===== src/rtl/peak_trk_pkg.sv =====
package peak_trk_pkg;
  typedef enum logic [1:0] {
    MODE_CLAMP = 2'd0,
    MODE_FAST  = 2'd1,
    MODE_AVG   = 2'd2,
    MODE_HOLD  = 2'd3
  } trkMode_e;

  typedef struct packed {
    trkMode_e mode;
    logic     sampleStep;
    logic     bitStep;
  } trkCtrl_t;
endpackage


===== src/rtl/peak_trk_ctrl.sv =====
module peak_trk_ctrl
  import peak_trk_pkg::*;
(
  input  logic     clk,
  input  logic     rstN,
  input  logic     sampleValid,
  input  logic     bitStrobe,
  input  logic     acqReq,
  input  logic     holdN,
  output trkCtrl_t ctrlOut
);
  logic acqPrev;
  logic clampBusy;
  logic acqRise;
  logic clampNow;

  assign acqRise  = acqReq & ~acqPrev;
  assign clampNow = acqRise | clampBusy;

  // Clamp lasts until the first bit strobe after the rising cycle
  always_ff @(posedge clk or negedge rstN) begin
    if (!rstN) begin
      acqPrev   <= 1'b0;
      clampBusy <= 1'b0;
    end else begin
      acqPrev <= acqReq;
      if (acqRise)
        clampBusy <= 1'b1;
      else if (clampBusy && bitStrobe)
        clampBusy <= 1'b0;
    end
  end

  always_comb begin
    ctrlOut.sampleStep = sampleValid;
    ctrlOut.bitStep    = bitStrobe;
    if (clampNow)
      ctrlOut.mode = MODE_CLAMP;
    else if (acqReq)
      ctrlOut.mode = MODE_FAST;
    else if (holdN)
      ctrlOut.mode = MODE_AVG;
    else
      ctrlOut.mode = MODE_HOLD;
  end
endmodule


===== src/rtl/peak_trk_cell.sv =====
module peak_trk_cell
  import peak_trk_pkg::*;
#(
  parameter int REG_W       = 16,
  parameter bit IS_POS      = 1'b1,
  parameter int LEAK_SHIFT  = 8,
  parameter int AVG_SHIFT   = 3,
  parameter int DECAY_SHIFT = 11
) (
  input  logic                    clk,
  input  logic                    rstN,
  input  trkCtrl_t                ctrlIn,
  input  logic signed [REG_W-1:0] sampleExt,
  input  logic signed [REG_W-1:0] threshIn,
  output logic signed [REG_W-1:0] peakVal
);
  localparam int EXT_W = REG_W + 1;

  logic signed [EXT_W-1:0] peakW;
  logic signed [EXT_W-1:0] xW;
  logic signed [EXT_W-1:0] thrW;
  logic signed [EXT_W-1:0] clampTgt;
  logic signed [EXT_W-1:0] clampNext;
  logic signed [EXT_W-1:0] leakNext;
  logic signed [EXT_W-1:0] avgNext;
  logic signed [EXT_W-1:0] decayNext;
  logic signed [REG_W-1:0] peakNext;
  logic beyond;
  logic avgQual;

  assign peakW    = {peakVal[REG_W-1], peakVal};
  assign xW       = {sampleExt[REG_W-1], sampleExt};
  assign thrW     = {threshIn[REG_W-1], threshIn};
  assign clampTgt = xW >>> 1;

  assign clampNext = peakW + ((clampTgt - peakW) >>> 1);
  assign leakNext  = peakW - (peakW >>> LEAK_SHIFT);
  assign avgNext   = peakW + ((xW - peakW) >>> AVG_SHIFT);
  assign decayNext = peakW - (peakW >>> DECAY_SHIFT);

  generate
    if (IS_POS) begin : g_pos
      assign beyond  = xW > peakW;
      assign avgQual = xW > thrW;
    end else begin : g_neg
      assign beyond  = xW < peakW;
      assign avgQual = xW < thrW;
    end
  endgenerate

  always_comb begin
    peakNext = peakVal;
    unique case (ctrlIn.mode)
      MODE_CLAMP: if (ctrlIn.sampleStep) peakNext = clampNext[REG_W-1:0];
      MODE_FAST: begin
        if (ctrlIn.sampleStep)
          peakNext = beyond ? sampleExt : leakNext[REG_W-1:0];
      end
      MODE_AVG: begin
        if (ctrlIn.sampleStep && ctrlIn.bitStep && avgQual)
          peakNext = avgNext[REG_W-1:0];
      end
      MODE_HOLD: if (ctrlIn.bitStep) peakNext = decayNext[REG_W-1:0];
      default: peakNext = peakVal;
    endcase
  end

  always_ff @(posedge clk or negedge rstN) begin
    if (!rstN) peakVal <= '0;
    else       peakVal <= peakNext;
  end
endmodule


===== src/rtl/peak_trk_datapath.sv =====
module peak_trk_datapath
  import peak_trk_pkg::*;
#(
  parameter int SAMPLE_W    = 12,
  parameter int FRAC_W      = 4,
  parameter int LEAK_SHIFT  = 8,
  parameter int AVG_SHIFT   = 3,
  parameter int DECAY_SHIFT = 11,
  localparam int REG_W      = SAMPLE_W + FRAC_W
) (
  input  logic                       clk,
  input  logic                       rstN,
  input  trkCtrl_t                   ctrlIn,
  input  logic signed [SAMPLE_W-1:0] sampleIn,
  output logic signed [REG_W-1:0]    posPeak,
  output logic signed [REG_W-1:0]    negPeak,
  output logic signed [REG_W-1:0]    threshold
);
  localparam int NUM_CELLS = 2;

  logic signed [REG_W-1:0] sampleExt;
  logic signed [REG_W:0]   peakSum;
  logic signed [REG_W-1:0] peaks [NUM_CELLS];

  assign sampleExt = {sampleIn, {FRAC_W{1'b0}}};
  assign peakSum   = {peaks[0][REG_W-1], peaks[0]} + {peaks[1][REG_W-1], peaks[1]};
  assign threshold = peakSum[REG_W:1];
  assign posPeak   = peaks[0];
  assign negPeak   = peaks[1];

  generate
    for (genvar g = 0; g < NUM_CELLS; g++) begin : g_cell
      peak_trk_cell #(
        .REG_W      (REG_W),
        .IS_POS     (g == 0),
        .LEAK_SHIFT (LEAK_SHIFT),
        .AVG_SHIFT  (AVG_SHIFT),
        .DECAY_SHIFT(DECAY_SHIFT)
      ) u_cell (
        .clk      (clk),
        .rstN     (rstN),
        .ctrlIn   (ctrlIn),
        .sampleExt(sampleExt),
        .threshIn (threshold),
        .peakVal  (peaks[g])
      );
    end
  endgenerate
endmodule


===== src/rtl/peak_tracker.sv =====
module peak_tracker
  import peak_trk_pkg::*;
#(
  parameter int SAMPLE_W    = 12,
  parameter int FRAC_W      = 4,
  parameter int LEAK_SHIFT  = 8,
  parameter int AVG_SHIFT   = 3,
  parameter int DECAY_SHIFT = 11,
  localparam int REG_W      = SAMPLE_W + FRAC_W
) (
  input  logic                       clk,
  input  logic                       rstN,
  input  logic signed [SAMPLE_W-1:0] sampleIn,
  input  logic                       sampleValid,
  input  logic                       bitStrobe,
  input  logic                       acqReq,
  input  logic                       holdN,
  output logic signed [REG_W-1:0]    posPeak,
  output logic signed [REG_W-1:0]    negPeak,
  output logic signed [REG_W-1:0]    threshold
);
  trkCtrl_t ctrlBus;

  peak_trk_ctrl u_ctrl (
    .clk        (clk),
    .rstN       (rstN),
    .sampleValid(sampleValid),
    .bitStrobe  (bitStrobe),
    .acqReq     (acqReq),
    .holdN      (holdN),
    .ctrlOut    (ctrlBus)
  );

  peak_trk_datapath #(
    .SAMPLE_W   (SAMPLE_W),
    .FRAC_W     (FRAC_W),
    .LEAK_SHIFT (LEAK_SHIFT),
    .AVG_SHIFT  (AVG_SHIFT),
    .DECAY_SHIFT(DECAY_SHIFT)
  ) u_dp (
    .clk      (clk),
    .rstN     (rstN),
    .ctrlIn   (ctrlBus),
    .sampleIn (sampleIn),
    .posPeak  (posPeak),
    .negPeak  (negPeak),
    .threshold(threshold)
  );
endmodule


===== config.mk =====
export PLATFORM = sky130hd
export DESIGN_NAME = peak_tracker
export DESIGN_NICKNAME = d
export VERILOG_FILES = /design/src/rtl/peak_trk_pkg.sv /design/src/rtl/peak_trk_ctrl.sv /design/src/rtl/peak_trk_cell.sv /design/src/rtl/peak_trk_datapath.sv /design/src/rtl/peak_tracker.sv
export SDC_FILE = /design/constraint.sdc
export NUM_CORES = 1
export LEC_CHECK = 0
export BUFFER_PORTS_ARGS = -buffer_cell sky130_fd_sc_hd__buf_2
export CAP_MARGIN = 25
export CORE_ASPECT_RATIO = 1.5
export CORE_MARGIN = 2
export CORE_UTILIZATION = 62
export CTS_CLUSTER_SIZE = 14
export DETAILED_ROUTE_END_ITERATION = 10
export GPL_ROUTABILITY_DRIVEN = 0
export GPL_TIMING_DRIVEN = 0
export PLACE_DENSITY_LB_ADDON = 0.25
export SYNTH_ARGS = -nofsm -noshare
export SYNTH_HDL_FRONTEND = slang
export SYNTH_SLANG_ARGS = --single-unit
export TNS_END_PERCENT = 20

===== constraint.sdc =====
create_clock -name clk -period 8.1 [get_ports clk]
set_input_delay 0.81 -clock clk [delete_from_list [all_inputs] [get_ports clk]]
set_output_delay 0.81 -clock clk [all_outputs]
set_load 0.02 [all_outputs]

### Word-level counts from Yosys, hierarchy flattened

Cells that the tools add are included.

| word-level totals | value |
|---|---|
| flip-flop bits (word level) | 34 |
| latch bits | 0 |
| memory bits (writable) | 0 |
| bits in read-only memories | 0 |
| input port bits | 18 |
| output and inout port bits | 48 |
| word-level logic and storage cells | 57 |
| memories kept | 0 |

| operators by class | value |
|---|---|
| add/sub/neg operators | 13 |
| multipliers | 0 |
| div/mod/pow operators | 0 |
| $lt $le $gt $ge | 4 |
| equality and inequality tests | 8 |
| shifts and indexed selects | 0 |
| muxes and demuxes | 17 |
| bitwise operators | 3 |
| reductions and logical operators | 8 |

Operators with widths:

| kind | count |
|---|---|
| 2-to-1 mux 16 bit | 10 |
| case mux 16 bit (4 select lines) | 2 |
| subtractor 15 x 16 -> 17 bit | 2 |
| subtractor 16 x 16 -> 17 bit | 2 |
| adder 16 x 14 -> 16 bit | 2 |
| adder 16 bit | 2 |
| > comparator 16 bit | 2 |
| less-than comparator 16 bit | 2 |
| subtractor 16 x 5 -> 16 bit | 2 |
| subtractor 16 x 8 -> 16 bit | 2 |
| adder 16 x 16 -> 17 bit | 1 |
| inequality test 2 bit, second input constant | 5 |
| AND reduction 4 bit | 2 |
| equality test 2 bit, second input constant | 2 |
| logical AND 1 bit | 4 |
| 2-to-1 mux 2 bit | 2 |
| 2-to-1 mux 1 bit | 3 |
| equality test 2 x 1 -> 1 bit, second input constant | 1 |
| zero test 2 bit | 1 |
| nonzero test 2 bit | 1 |
| bitwise AND 1 bit | 1 |
| inverter 1 bit | 1 |
| OR 1 bit | 1 |

### Depth between registers and ports, before layout

Gate-level depths: netlist of run 1.

| logic depth | value |
|---|---|
| depth in word-level cells | 7 |
| mapped depth | 27 |
| depth with buffers taken out | 26 |

### Modules after synthesis

A second synthesis of run 1 with hierarchy kept.

| unflattened totals | value |
|---|---|
| cells, all modules | 1542 |
| area total of the unflattened synthesis | 10964.3 µm² |

By module, submodules not included:

| module | times used | cells an instance | area each (µm²) | seq. area each (µm²) |
|---|---|---|---|---|
| peak_trk_cell (u_dp.g_cell[1].u_cell) | 1 | 707 | 5044.8 | 400.4 |
| peak_trk_cell (u_dp.g_cell[0].u_cell) | 1 | 713 | 5039.8 | 400.4 |
| peak_trk_datapath | 1 | 112 | 778.2 | 0.0 |
| peak_trk_ctrl | 1 | 10 | 101.3 | 50.0 |

### Worst setup path after synthesis of run 1

OpenSTA, ideal clock, no wires.

| timing | value |
|---|---|
| kind | register to register |
| start point | reg u_dp.g_cell[0].u_cell.peakVal[0] |
| end point | reg u_dp.g_cell[1].u_cell.peakVal[4] |
| library setup time | 0.141 ns |
| arrival time | 5.309 ns |
| required time | 7.959 ns |
| slack | 2.649 ns |
| stages on the path, launching flop included | 27 |
| path buffers | 3 |
| clock period less this slack | 5.451 ns |
| cells stage by stage | dfrtp_1 buf_2 inv_1 nor2_1 fa_1 a21o_1 a21oi_1 o21ai_0 a21oi_1 nor2b_1 o21a_1 o21a_1 o21a_1 o41ai_1 o21ai_0 o31a_1 ha_1 nand4_1 nor2_1 nand2_1 o31ai_1 mux2i_1 nand3_1 nand2_1 clkbuf_1 buf_1 a31oi_1 |

| between the ends | value |
|---|---|
| word-level cells in the longest chain between the ends | 5 |

Ends and longest elaborated chain:

| what | line | text |
|---|---|---|
| start, declared | peak_trk_cell.sv:15 | `output logic signed [REG_W-1:0] peakVal` |
| start signal, assigned | peak_trk_cell.sv:70 | `else peakVal <= peakNext;` |
| adder 16 x 16 -> 17 bit | peak_trk_datapath.sv:26 | `assign peakSum = {peaks[0][REG_W-1], peaks[0]} + {peaks[1][REG_W-1], peaks[1]};` |
| less-than comparator 16 bit | peak_trk_cell.sv:47 | `assign avgQual = xW < thrW;` |
| logical AND 1 bit | peak_trk_cell.sv:60 | `if (ctrlIn.sampleStep && ctrlIn.bitStep && avgQual)` |
| inequality test 2 bit (no source line) | - |  |
| AND reduction 4 bit (no source line) | - |  |
| end signal, assigned | peak_trk_cell.sv:70 |  |
| end, declared | peak_trk_cell.sv:15 |  |

Every way passes these cells.
A chain may end at the register's enable or synchronous reset.

### Worst setup path in the final report of run 1

| timing | value |
|---|---|
| start point | reg u_dp.g_cell[0].u_cell.peakVal[0] |
| end point | reg u_dp.g_cell[1].u_cell.peakVal[7] |

Same word-level chain as after synthesis.

==> results of run 1 <==
## per-stage QoR
stage / cells / cell area [um^2] / worst slack [ps] / util
CTS: 1595 / 10270 / 1538 / 0.6813
global placement: 1587 / 10120 / 1671 / 0.6715
detailed placement: 1587 / 10120 / 1554 / 0.6715
floorplan: 1323 / 9545 / 2650 / -
finish: 1595 / 10270 / 1434 / 0.6813
global route: 1595 / 10270 / 1102 / 0.6813
## synthesized netlist by cell type, types with 6 or more instances
library cell / number / area [um^2]
and3_1: 13 / 81.33
nand3_1: 33 / 165.2
or3_1: 14 / 87.58
nor2_1: 135 / 506.7
o21a_1: 24 / 180.2
clkbuf_1: 36 / 135.1
o22ai_1: 8 / 50.05
a21o_1: 31 / 232.7
mux2i_1: 8 / 80.08
o211ai_1: 26 / 195.2
xor2_1: 57 / 499.2
a21boi_0: 8 / 60.06
a2111oi_0: 8 / 70.07
nor3_1: 48 / 240.2
o31ai_1: 13 / 97.59
a31oi_1: 26 / 162.7
nand2b_1: 25 / 156.4
nor4_1: 8 / 50.05
xnor2_1: 90 / 788.3
o21ai_0: 74 / 370.4
a211oi_1: 15 / 112.6
inv_1: 78 / 292.8
a21oi_1: 100 / 500.5
nand2_1: 121 / 454.2
nand4_1: 9 / 56.30
dfrtp_1: 34 / 850.8
nor2b_1: 11 / 68.82
ha_1: 142 / 1777
or2_2: 6 / 37.54
## worst paths after layout
path / slack, ps / from / to
min reg2reg: 520 / u_ctrl.acqPrev$_DFF_PN0_ / u_ctrl.clampBusy$_DFFE_PN0P_
max: 1430 / u_dp.g_cell[0].u_cell.peakVal[0]$_DFFE_PN0P_ / u_dp.g_cell[1].u_cell.peakVal[7]$_DFFE_PN0P_
min: 520 / u_ctrl.acqPrev$_DFF_PN0_ / u_ctrl.clampBusy$_DFFE_PN0P_
max reg2reg: 1430 / u_dp.g_cell[0].u_cell.peakVal[0]$_DFFE_PN0P_ / u_dp.g_cell[1].u_cell.peakVal[7]$_DFFE_PN0P_
max in group asynchronous: 6960 / rstN / u_dp.g_cell[1].u_cell.peakVal[13]$_DFFE_PN0P_
min in group asynchronous: 620 / rstN / u_dp.g_cell[0].u_cell.peakVal[7]$_DFFE_PN0P_
## logic make-up (layout without fill, tap and decap cells)
group,Yosys count,in the layout,share of synthesized area
AND/OR/NAND/NOR,468,468,0.2428
AO/OA/AOI/OAI,397,397,0.2770
adder cells (fa/ha/maj),147,147,0.1966
XOR/XNOR,147,147,0.1349
buffers and inverters,118,191,0.04653
flip-flops,34,34,0.08913
multiplexers,12,12,0.01311
## layout make-up
type / instances / share of cell area
clock inverters: 1 / 0.0004875
flip-flops and latches: 34 / 0.08287
inverters: 78 / 0.02852
well taps: 199 / 0.02425
plain buffers: 40 / 0.01475
clock buffers: 7 / 0.01389
repair buffers: 65 / 0.03168
multi-input cells: 1171 / 0.8036
## critical path, delay by kind of cell, from the launching register on
family,cells,cell delay (ps)
compound gates,12,3060
flops,1,360
buf+inv,4,1260
fa+ha+maj,2,730
simple gates,7,820
mux,1,280
## routing by layer
layer | up-vias | share of wire
li1 | 4997 | -
met1 | 4791 | 0.35
met2 | 552 | 0.46
met3 | 199 | 0.094
met4 | 0 | 0.10
met5 | - | 0
## state kept, by name, indices dropped and copies added, names as in the netlist
signal	count
u_dp.g_cell.u_cell.peakVal	32
u_ctrl.clampBusy	1
u_ctrl.acqPrev	1
==> metrics.csv, run 1 <==
stage,metric,value,unit
timing,rsz0062_at_grt,no,
placement,port_buffers,65,
worst_setup_path,reg2regPathDepth,26,
layout,layout_common_cells,"ha_1 (142), nor2_1 (135), nand2_1 (121), a21oi_1 (100), xnor2_1 (90)",
worst_setup_path,critical_path_peak_fanout,10,
clock_network,clock-root-buffer,clkbuf_16,
grt,grt_start_max_net_pins,35,
floorplanning,dieHeight,156.0,um
layout,syn2layout_area_growth,7.563,%
floorplanning,fp.coreArea,15070,um^2
drt,num_vias,10539,
clock_network,postCtsSetupBuffers,0,
synthesis,synth_top_flop_cell,dfrtp_1,
worst_setup_path,cp-start-kind,flip-flop,
grt,grt_most_used_layer,met2,
worst_setup_path,cpMostUsedCell,o21a_1,
timing,skew,5.564,ps
grt,antenna_found_initial,0,
layout,fillerInstances,1377,
synthesis,netlist_instances,1323,
floorplanning,initial_utilization,0.6334,
grt,overflow,0,
grt,grt_pass1_wl,50.24,mm
flow_run,maxCapViolations,0,
placement,hpwl,25.47,mm
timing,hold_viol_final,0,
synthesis,synth_area,9545,um^2
worst_setup_path,critical_path_arrival,6800,ps
grt,grt_use_met2,0.6531,
synthesis,synth_cell_types,86,
timing,relSlewSlack,0.4595,
clock_network,cts_tree,done,
drt,detail_route.drc_violations,0,
clock_network,cts_buffer_depth,2,
clock_network,cts_resized,0,
layout,final_nets,1560,
synthesis,synth-edff-count,0,
drt,routedWlPerCell,20.36,um
status,status,completed,
worst_hold_path,hold_path_depth,1,
worst_setup_path,slowest_delay,540,ps
timing,holdWs,520.6,ps
synthesis,postSynthAreaPerCell,7.215,um^2
clock_network,ctsHoldBuffers,0,
clock_network,cts.htree.levels,2,
synthesis,synth-seq-cells,34,
layout,regArea,850.8,um^2
drt,drt_iter0_drc,742,
timing,drv_slew,0,
layout,diodes,0,
clock_network,clkTransAtPathRegs,60,ps
grt,use_met1,0.4271,
timing,setup_tns,0,ps
layout,layout_commonest_cell,ha_1,
timing,worst_pin_slew,790.3,ps
worst_setup_path,crit_path_end_kind,flip-flop,
timing,setup_viol,0,
worst_setup_path,cp_slowest_cell,o41ai_1,
timing,post-route-period-util,0.8230,
synthesis,ys_seq_area_frac,0.08913,
timing,fmax,0.1500,GHz
clock_network,numCtsBuffers,5,
grt,globalRouteTotalUtil,0.3877,
clock_network,clk_latency,280,ps
timing,min_period,6666,ps
drt,wirelength,32.48,mm
worst_setup_path,path_class,reg -> reg,
floorplanning,io_pins,66,
drt,via_per_inst,6.608,
worst_hold_path,hold_path.class,reg -> reg,
floorplanning,die-area,16420,um^2
worst_setup_path,critPathRequiredTime,8230,ps
drt,ant_nets,0,
layout,drive_gt1_frac,0.07593,
layout,multiInputGateArea,8250,um^2
grt,grt_use_met3,0.05054,
floorplanning,placementRows,55,
floorplanning,die_x,105.3,um
synthesis,async_flop_share,1.000,
clock_network,cts.sinks,34,
synthesis,ys.warnings.count,0,
drt,dr.pass1.iters,6,
synthesis,synth_nets,1488,
grt,first_global_vias,10105,
Power of run 1 is not shown: default switching activity piles up to over one toggle a cycle in this logic, so the estimate is an artifact.
==> inputs of run 2 (changes only) <==
--- a/config.mk
+++ b/config.mk
@@ -5,6 +5,7 @@
 export SDC_FILE = /design/constraint.sdc
 export NUM_CORES = 1
 export LEC_CHECK = 0
+export ABC_AREA = 1
 export BUFFER_PORTS_ARGS = -buffer_cell sky130_fd_sc_hd__buf_2
 export CAP_MARGIN = 25
 export CORE_ASPECT_RATIO = 1.5
==> constraint.sdc (replaced) <==
create_clock -name clk -period 6.45 [get_ports clk]
set_input_delay 0.645 -clock clk [delete_from_list [all_inputs] [get_ports clk]]
set_output_delay 0.645 -clock clk [all_outputs]
set_load 0.02 [all_outputs]
==> run 2 against run 1 <==
Via count up 16%. Setup slack lost 140 ps. Register-to-register slack worse by 140 ps. Synthesized area up 8.5%. Critical path type unchanged.
==> metrics.csv, run 2 <==
stage,metric,value,unit,change
timing,skew,4.969,ps,-0.5957 ps
layout,final_nets,1947,,+25%
worst_setup_path,cp_slowest_cell,dfrtp_1,,
timing,worst_pin_slew,826.8,ps,+36.56 ps
synthesis,synth_cell_types,56,,-35%
timing,fin_ws,1294,ps,-139.2 ps
grt,grt_start_max_net_pins,35,,unchanged
drt,dr.pass1.iters,6,,unchanged
status,status,completed,,
layout,fillerInstances,1515,,+10%
floorplanning,dieHeight,162.3,um,+4.0%
synthesis,synth_compound_area_frac,0.2155,,-0.06150
synthesis,synth_top_flop_cell,dfrtp_1,,
synthesis,synth_area,10350,um^2,+8.5%
worst_setup_path,critPathRequiredTime,6660,ps,-1570 ps
placement,hpwl,30.28,mm,+19%
timing,post-route-period-util,0.7993,,-0.02370
synthesis,yosys.area_share.adder,0.1813,,-0.01535
synthesis,synth_area_leaders,"ha_1 (17%), nand2_1 (16%), inv_1 (8.7%)",,
layout,largest_register_ffs,32,,unchanged
flow_run,maxCapViolations,0,,unchanged
worst_setup_path,reg2regPathDepth,26,,unchanged
drt,wirelength,38.08,mm,+17%
clock_network,postCtsSetupBuffers,0,,unchanged
synthesis,synth_top_family_by_area,simple AND/OR/NAND/NOR gates,,
drt,via_per_inst,6.157,,-6.8%
drt,wl_met2,17.10,mm,+16%
layout,drive_gt1_frac,0.09310,,+0.01717
placement,port_buffers,65,,unchanged
timing,rsz0062_at_grt,no,,
synthesis,ys_seq_area_frac,0.08218,,-0.006958
layout,reg.largest.list,"u_dp.g_cell.u_cell.peakVal x32, u_ctrl.acqPrev x1, u_ctrl.clampBusy x1",,
timing,min_period,5156,ps,-1511 ps
clock_network,ctsHoldBuffers,0,,unchanged
synthesis,synth_xor_area_frac,0.09051,,-0.04437
grt,first_global_vias,11734,,+16%
synthesis,netlist_instances,1710,,+29%
floorplanning,initial_utilization,0.6367,,+0.003360
synthesis,yosysMostFrequentCell,nand2_1,,
layout,layout_commonest_cell,nand2_1,,
placement,placed_area,10940,um^2,+8.1%
drt,dr.max_layer_used,met4,,
layout,fin_area,11090,um^2,+8.0%
floorplanning,fp.coreArea,16260,um^2,+7.9%
clock_network,clock-root-buffer,clkbuf_16,,
worst_setup_path,critical_path_peak_fanout,9,,-1
synthesis,synth_nets,1875,,+26%
worst_setup_path,slowest_delay,720,ps,+180 ps
drt,ant_nets,0,,unchanged
floorplanning,placementRows,57,,+3.6%
synthesis,ys.warnings.count,0,,unchanged
clock_network,cts.htree.levels,2,,unchanged
grt,antenna_found_initial,0,,unchanged
timing,setup_tns,0,ps,unchanged
layout,layout_common_cells,"nand2_1 (432), inv_1 (240), a21oi_1 (158), ha_1 (142), nor2_1 (115)",,
floorplanning,die_x,109.5,um,+4.0%
synthesis,synth-simple-area-share,0.3282,,+0.08546
worst_setup_path,cp-start-kind,flip-flop,,
synthesis,synth_mux_area_frac,0,,-0.01311
clock_network,clk_latency,290,ps,about the same
timing,relSlewSlack,0.4488,,-0.01075
placement,dp_slack,1516,ps,-37.79 ps
grt,globalRouteTotalUtil,0.4408,,+0.05311
timing,fmax,0.1940,GHz,+29%
grt,grt_pass1_wl,59.44,mm,+18%
synthesis,synth_common_cells,"nand2_1 (432), inv_1 (240), a21oi_1 (158), ha_1 (142), nor2_1 (115)",,
timing,drv_slew,0,,unchanged
synthesis,synth-seq-cells,34,,unchanged
clock_network,numCtsBuffers,5,,unchanged
synthesis,synth-edff-count,0,,unchanged
clock_network,cts_buffer_depth,2,,unchanged
synthesis,synth_top_area_share,0.1716,,-0.01453
worst_setup_path,crit_path_end_kind,flip-flop,,
grt,overflow,0,,unchanged
clock_network,cts_tree,done,,
floorplanning,die-area,17770,um^2,+8.2%
worst_setup_path,path_class,reg -> reg,,
drt,detail_route.drc_violations,0,,unchanged
drt,num_vias,12253,,+16%
floorplanning,io_pins,66,,unchanged
drt,met3_wirelength,3.610,mm,+18%
layout,syn2layout_area_growth,7.117,%,
timing,setup_viol,0,,unchanged
layout,top_register,u_dp.g_cell.u_cell.peakVal,,
clock_network,cts_resized,0,,unchanged
synthesis,postSynthAreaPerCell,6.055,um^2,-16%
worst_hold_path,hold_path.class,in -> async,,
clock_network,cts.sinks,34,,unchanged
synthesis,async_flop_share,1.000,,unchanged
worst_setup_path,critical_path_arrival,5370,ps,-1430 ps
drt,routedWlPerCell,19.13,um,-6.0%
timing,hold_viol_final,0,,unchanged
synthesis,synth_largest_area_cell,ha_1,,
drt,drt_iter0_drc,1066,,+44%
clock_network,clkTransAtPathRegs,60,ps,about the same
drt,met1_length,13.03,mm,+15%
## run 2: changes by cell type in the layout (fill, tap and decap cells not counted), sizes merged, moves of 18 or more
cell / previous run / this run
nand3: 33 / 118
a21o: 31 / 9
inv: 78 / 252
nand4: 9 / 27
nor3: 49 / 20
xnor2: 90 / 34
nand2b: 25 / 0
o21ai: 76 / 127
o21a: 24 / 2
a21oi: 100 / 159
nand2: 121 / 449
clkbuf: 43 / 17
## run 2: kinds of logic after synthesis
family,Yosys count
and+or+nand+nor,769
AOI/OAI and AO/OA,387
buffers and inverters,275
adders and majority gates,147
xor gates and xnor gates,98
DFF,34
## run 2: through the flow
stage / utilization / hold WS, ps / instances
floorplan: - / 349.4 / 1710
global placement: 0.6726 / 519.5 / 1981
detailed placement: 0.6726 / 530.7 / 1981
CTS: 0.6819 / 458.4 / 1989
global route: 0.6819 / 493.0 / 1989
finish: 0.6821 / 445.6 / 1990
## run 2: worst max-delay path, delay by kind of cell, from the launching register on
family / cells / cell delay, ps
flops: 1 / 720
buf+inv: 3 / 300
compound gates: 9 / 1830
fa+ha+maj: 3 / 940
simple gates: 11 / 1290
## run 2: worst paths after layout
path | startpoint | endpoint | slack [ps]
setup / recovery | u_dp.g_cell[1].u_cell.peakVal[1]$_DFFE_PN0P_ | u_dp.g_cell[1].u_cell.peakVal[15]$_DFFE_PN0P_ | 1290
hold / removal | rstN | u_dp.g_cell[1].u_cell.peakVal[10]$_DFFE_PN0P_ | 450
setup reg to reg | u_dp.g_cell[1].u_cell.peakVal[1]$_DFFE_PN0P_ | u_dp.g_cell[1].u_cell.peakVal[15]$_DFFE_PN0P_ | 1290
hold reg to reg | u_ctrl.acqPrev$_DFF_PN0_ | u_ctrl.clampBusy$_DFFE_PN0P_ | 530
max in group asynchronous | rstN | u_dp.g_cell[1].u_cell.peakVal[5]$_DFFE_PN0P_ | 5470
min in group clk | u_ctrl.acqPrev$_DFF_PN0_ | u_ctrl.clampBusy$_DFFE_PN0P_ | 530
## run 2: metal layers
metal	vias up	global-route usage
met5	-	0
met4	0	0.4235
met3	256	0.1096
met2	646	0.6964
met1	5467	0.4637
li1	5884	-
## run 2: cell type report
cell class | count | area (um^2) | share of cell area
Clock inverter | 2 | 12.51 | 0.001128
Inverter | 252 | 945.9 | 0.08529
Tap cell | 206 | 257.7 | 0.02324
Clock buffer | 6 | 138.9 | 0.01252
Timing Repair Buffer | 65 | 325.3 | 0.02933
Antenna cell | 1 | 2.502 | 0.0002256
Buffer | 23 | 113.9 | 0.01027
Multi-Input combinational cell | 1401 | 8443 | 0.7613
Sequential cell | 34 | 850.8 | 0.07672
Power of run 2 is left out for the same reason.
==> inputs of run 3 (changes only) <==
==> constraint.sdc (replaced) <==
create_clock -name clk -period 5.3 [get_ports clk]
set_input_delay 0.53 -clock clk [delete_from_list [all_inputs] [get_ports clk]]
set_output_delay 0.53 -clock clk [all_outputs]
set_load 0.02 [all_outputs]
==> run 3 against run 2 <==
Critical path depth down 3. Die area unchanged. Wire length is 0.40% lower. Setup slack got worse by 820 ps. Critical endpoint unchanged. Clock skew is essentially flat. Final cell count about the same. Design area up 0.11%. Non-clock buffer count unchanged. Clock-buffer cell count unchanged. Utilization up 0.077 points. Register-to-register slack lost 820 ps. Fmax grew 6.8%.
==> metrics.csv, run 3 (synthesized netlist as in run 2, its figures left out) <==
stage,metric,value,unit,change
status,status,completed,,
timing,relSlewSlack,0.4451,,-0.003656
clock_network,postCtsSetupBuffers,0,,unchanged
timing,min_period,4830,ps,-326.0 ps
worst_setup_path,reg2regPathDepth,23,,-12%
grt,grt_most_used_layer,met2,,
timing,setup_viol,0,,unchanged
clock_network,clk_latency,290,ps,about the same
clock_network,cts_buffer_depth,2,,unchanged
worst_setup_path,critPathRequiredTime,5510,ps,-1150 ps
clock_network,numCtsBuffers,5,,unchanged
layout,top_register,u_dp.g_cell.u_cell.peakVal,,
drt,via_per_inst,6.160,,about the same
floorplanning,die_x,109.5,um,unchanged
worst_setup_path,cp-start-kind,flip-flop,,
timing,fin_ws,470.4,ps,-824.0 ps
floorplanning,initial_utilization,0.6367,,unchanged
layout,layout_common_cells,"nand2_1 (431), inv_1 (240), a21oi_1 (158), ha_1 (142), nor2_1 (115)",,
worst_setup_path,path_class,reg -> reg,,
layout,syn2layout_area_growth,7.238,%,
grt,antenna_found_initial,0,,unchanged
drt,routedWlPerCell,19.07,um,-0.35%
timing,hold_viol_final,0,,unchanged
floorplanning,die-area,17770,um^2,unchanged
timing,skew,4.708,ps,-0.2609 ps
clock_network,ctsHoldBuffers,0,,unchanged
clock_network,cts.sinks,34,,unchanged
worst_setup_path,r2r_slack,470,ps,-820 ps
drt,drt_iter0_drc,1095,,+2.7%
drt,dr.pass1.iters,5,,-1
timing,fmax,0.2071,GHz,+6.8%
clock_network,cts_tree,done,,
worst_setup_path,rr_startpoint,u_dp.g_cell[1].u_cell.peakVal[0]$_DFFE_PN0P_,,
drt,ant_nets,0,,unchanged
drt,detail_route.drc_violations,0,,unchanged
layout,final_nets,1947,,unchanged
placement,port_buffers,65,,unchanged
placement,hpwl,30.28,mm,unchanged
timing,rsz0062_at_grt,no,,
layout,largest_register_ffs,32,,unchanged
timing,worst_pin_slew,829.5,ps,+2.671 ps
worst_setup_path,r2r-end,u_dp.g_cell[1].u_cell.peakVal[15]$_DFFE_PN0P_,,
worst_setup_path,startpoint,u_dp.g_cell[1].u_cell.peakVal[0]$_DFFE_PN0P_,,
grt,grt_use_met2,0.6964,,unchanged
layout,drive_gt1_frac,0.09647,,+0.003365
drt,num_vias,12252,,-0.0082%
layout,reg.largest.list,"u_dp.g_cell.u_cell.peakVal x32, u_ctrl.acqPrev x1, u_ctrl.clampBusy x1",,
clock_network,cts.htree.levels,2,,unchanged
layout,diodes,0,,-1
worst_setup_path,critical_path_peak_fanout,8,,-1
grt,grt_start_max_net_pins,35,,unchanged
grt,grt_use_met3,0.1096,,unchanged
grt,globalRouteTotalUtil,0.4408,,unchanged
layout,layout_commonest_cell,nand2_1,,
floorplanning,io_pins,66,,unchanged
placement,dp_slack,366.2,ps,-1150 ps
worst_setup_path,critical_path_arrival,5040,ps,-330 ps
timing,post-route-period-util,0.9112,,+0.1119
timing,setup_tns,0,ps,unchanged
grt,first_global_vias,11734,,unchanged
timing,holdWs,334.4,ps,-111.2 ps
grt,use_met1,0.4637,,unchanged
floorplanning,fp.coreArea,16260,um^2,unchanged
grt,overflow,0,,unchanged
flow_run,maxCapViolations,0,,unchanged
clock_network,clock-root-buffer,clkbuf_16,,
layout,finalNonFillerCells,1989,,-0.050%
floorplanning,dieHeight,162.3,um,unchanged
worst_setup_path,crit_path_end_kind,flip-flop,,
floorplanning,placementRows,57,,unchanged
drt,wirelength,37.92,mm,-0.40%
worst_hold_path,hold_path.class,in -> async,,
clock_network,clkTransAtPathRegs,60,ps,about the same
grt,grt_pass1_wl,59.44,mm,unchanged
timing,drv_slew,0,,unchanged
placement,dp.cells,1981,,unchanged
[run 3: cell count changes in the layout (fill, tap and decap cells not counted), sizes merged]
| cell | previous run | this run |
|---|---|---|
| diode | 1 | 0 |
[run 3: what timing repair did]
action,4_1_cts,5_1_grt
endpoints found under the hold margin,0,0
gates resized for setup,0,8
setup endpoints to repair,0,23
[run 3: worst max-delay path: stages (launching register included)]
cell and delay (ps):
dfrtp_1 440, inv_1 290, nand2_4 120, xor2_1 670, ha_1 270, inv_1 60
nor2_1 140, nand2_1 100, nor2_2 130, nand2_2 90, nor2_4 130, a21oi_1 80
o21ai_1 180, o21ai_0 250, ha_1 420, a21oi_1 210, o21a_1 150, nor3_1 40
a2111oi_0 240, a21boi_0 290, inv_1 70, nand3_1 80, nand3_1 140, a21oi_1 170
[run 3: metrics by stage]
stage,instance area (um^2),utilization
final,11100,0.6828
after global routing,11100,0.6828
after floorplan,10350,-
after CTS,11090,0.6819
after detailed placement,10940,0.6726
after global placement,10940,0.6726
[run 3: area by class of cell]
| type | instances | area (um^2) |
|---|---|---|
| Multi-Input combinational cell | 1401 | 8453 |
| Clock inverter | 2 | 12.51 |
| Fill cell | 1514 | 5157 |
| Tap cell | 206 | 257.7 |
| Clock buffer | 6 | 138.9 |
| Timing Repair Buffer | 65 | 325.3 |
| Sequential cell | 34 | 855.8 |
| Buffer | 23 | 113.9 |
| Inverter | 252 | 945.9 |
[run 3: worst max-delay path by stage]
| stage | endpoint | slack [ps] | depth (start not counted) |
|---|---|---|---|
| 2_1_floorplan | u_dp.g_cell[0].u_cell.peakVal[2]$_DFFE_PN0P_ | 1120 | 25 |
| 3_3_place_gp | u_dp.g_cell[0].u_cell.peakVal[14]$_DFFE_PN0P_ | 380 | 26 |
| 3_5_place_dp | u_dp.g_cell[0].u_cell.peakVal[2]$_DFFE_PN0P_ | 370 | 25 |
| 4_1_cts | u_dp.g_cell[0].u_cell.peakVal[2]$_DFFE_PN0P_ | 290 | 26 |
| 5_1_grt | u_dp.g_cell[1].u_cell.peakVal[15]$_DFFE_PN0P_ | 20 | 24 |
| 6_report | u_dp.g_cell[1].u_cell.peakVal[15]$_DFFE_PN0P_ | 470 | 23 |
[run 3: routing by layer]
layer  wire, um  vias to the layer above
met4       4398                        0
met5          0                        -
met1      12860                     5459
li1           -                     5888
met2      17030                      659
met3       3625                      246
Power of run 3 is left out for the same reason.
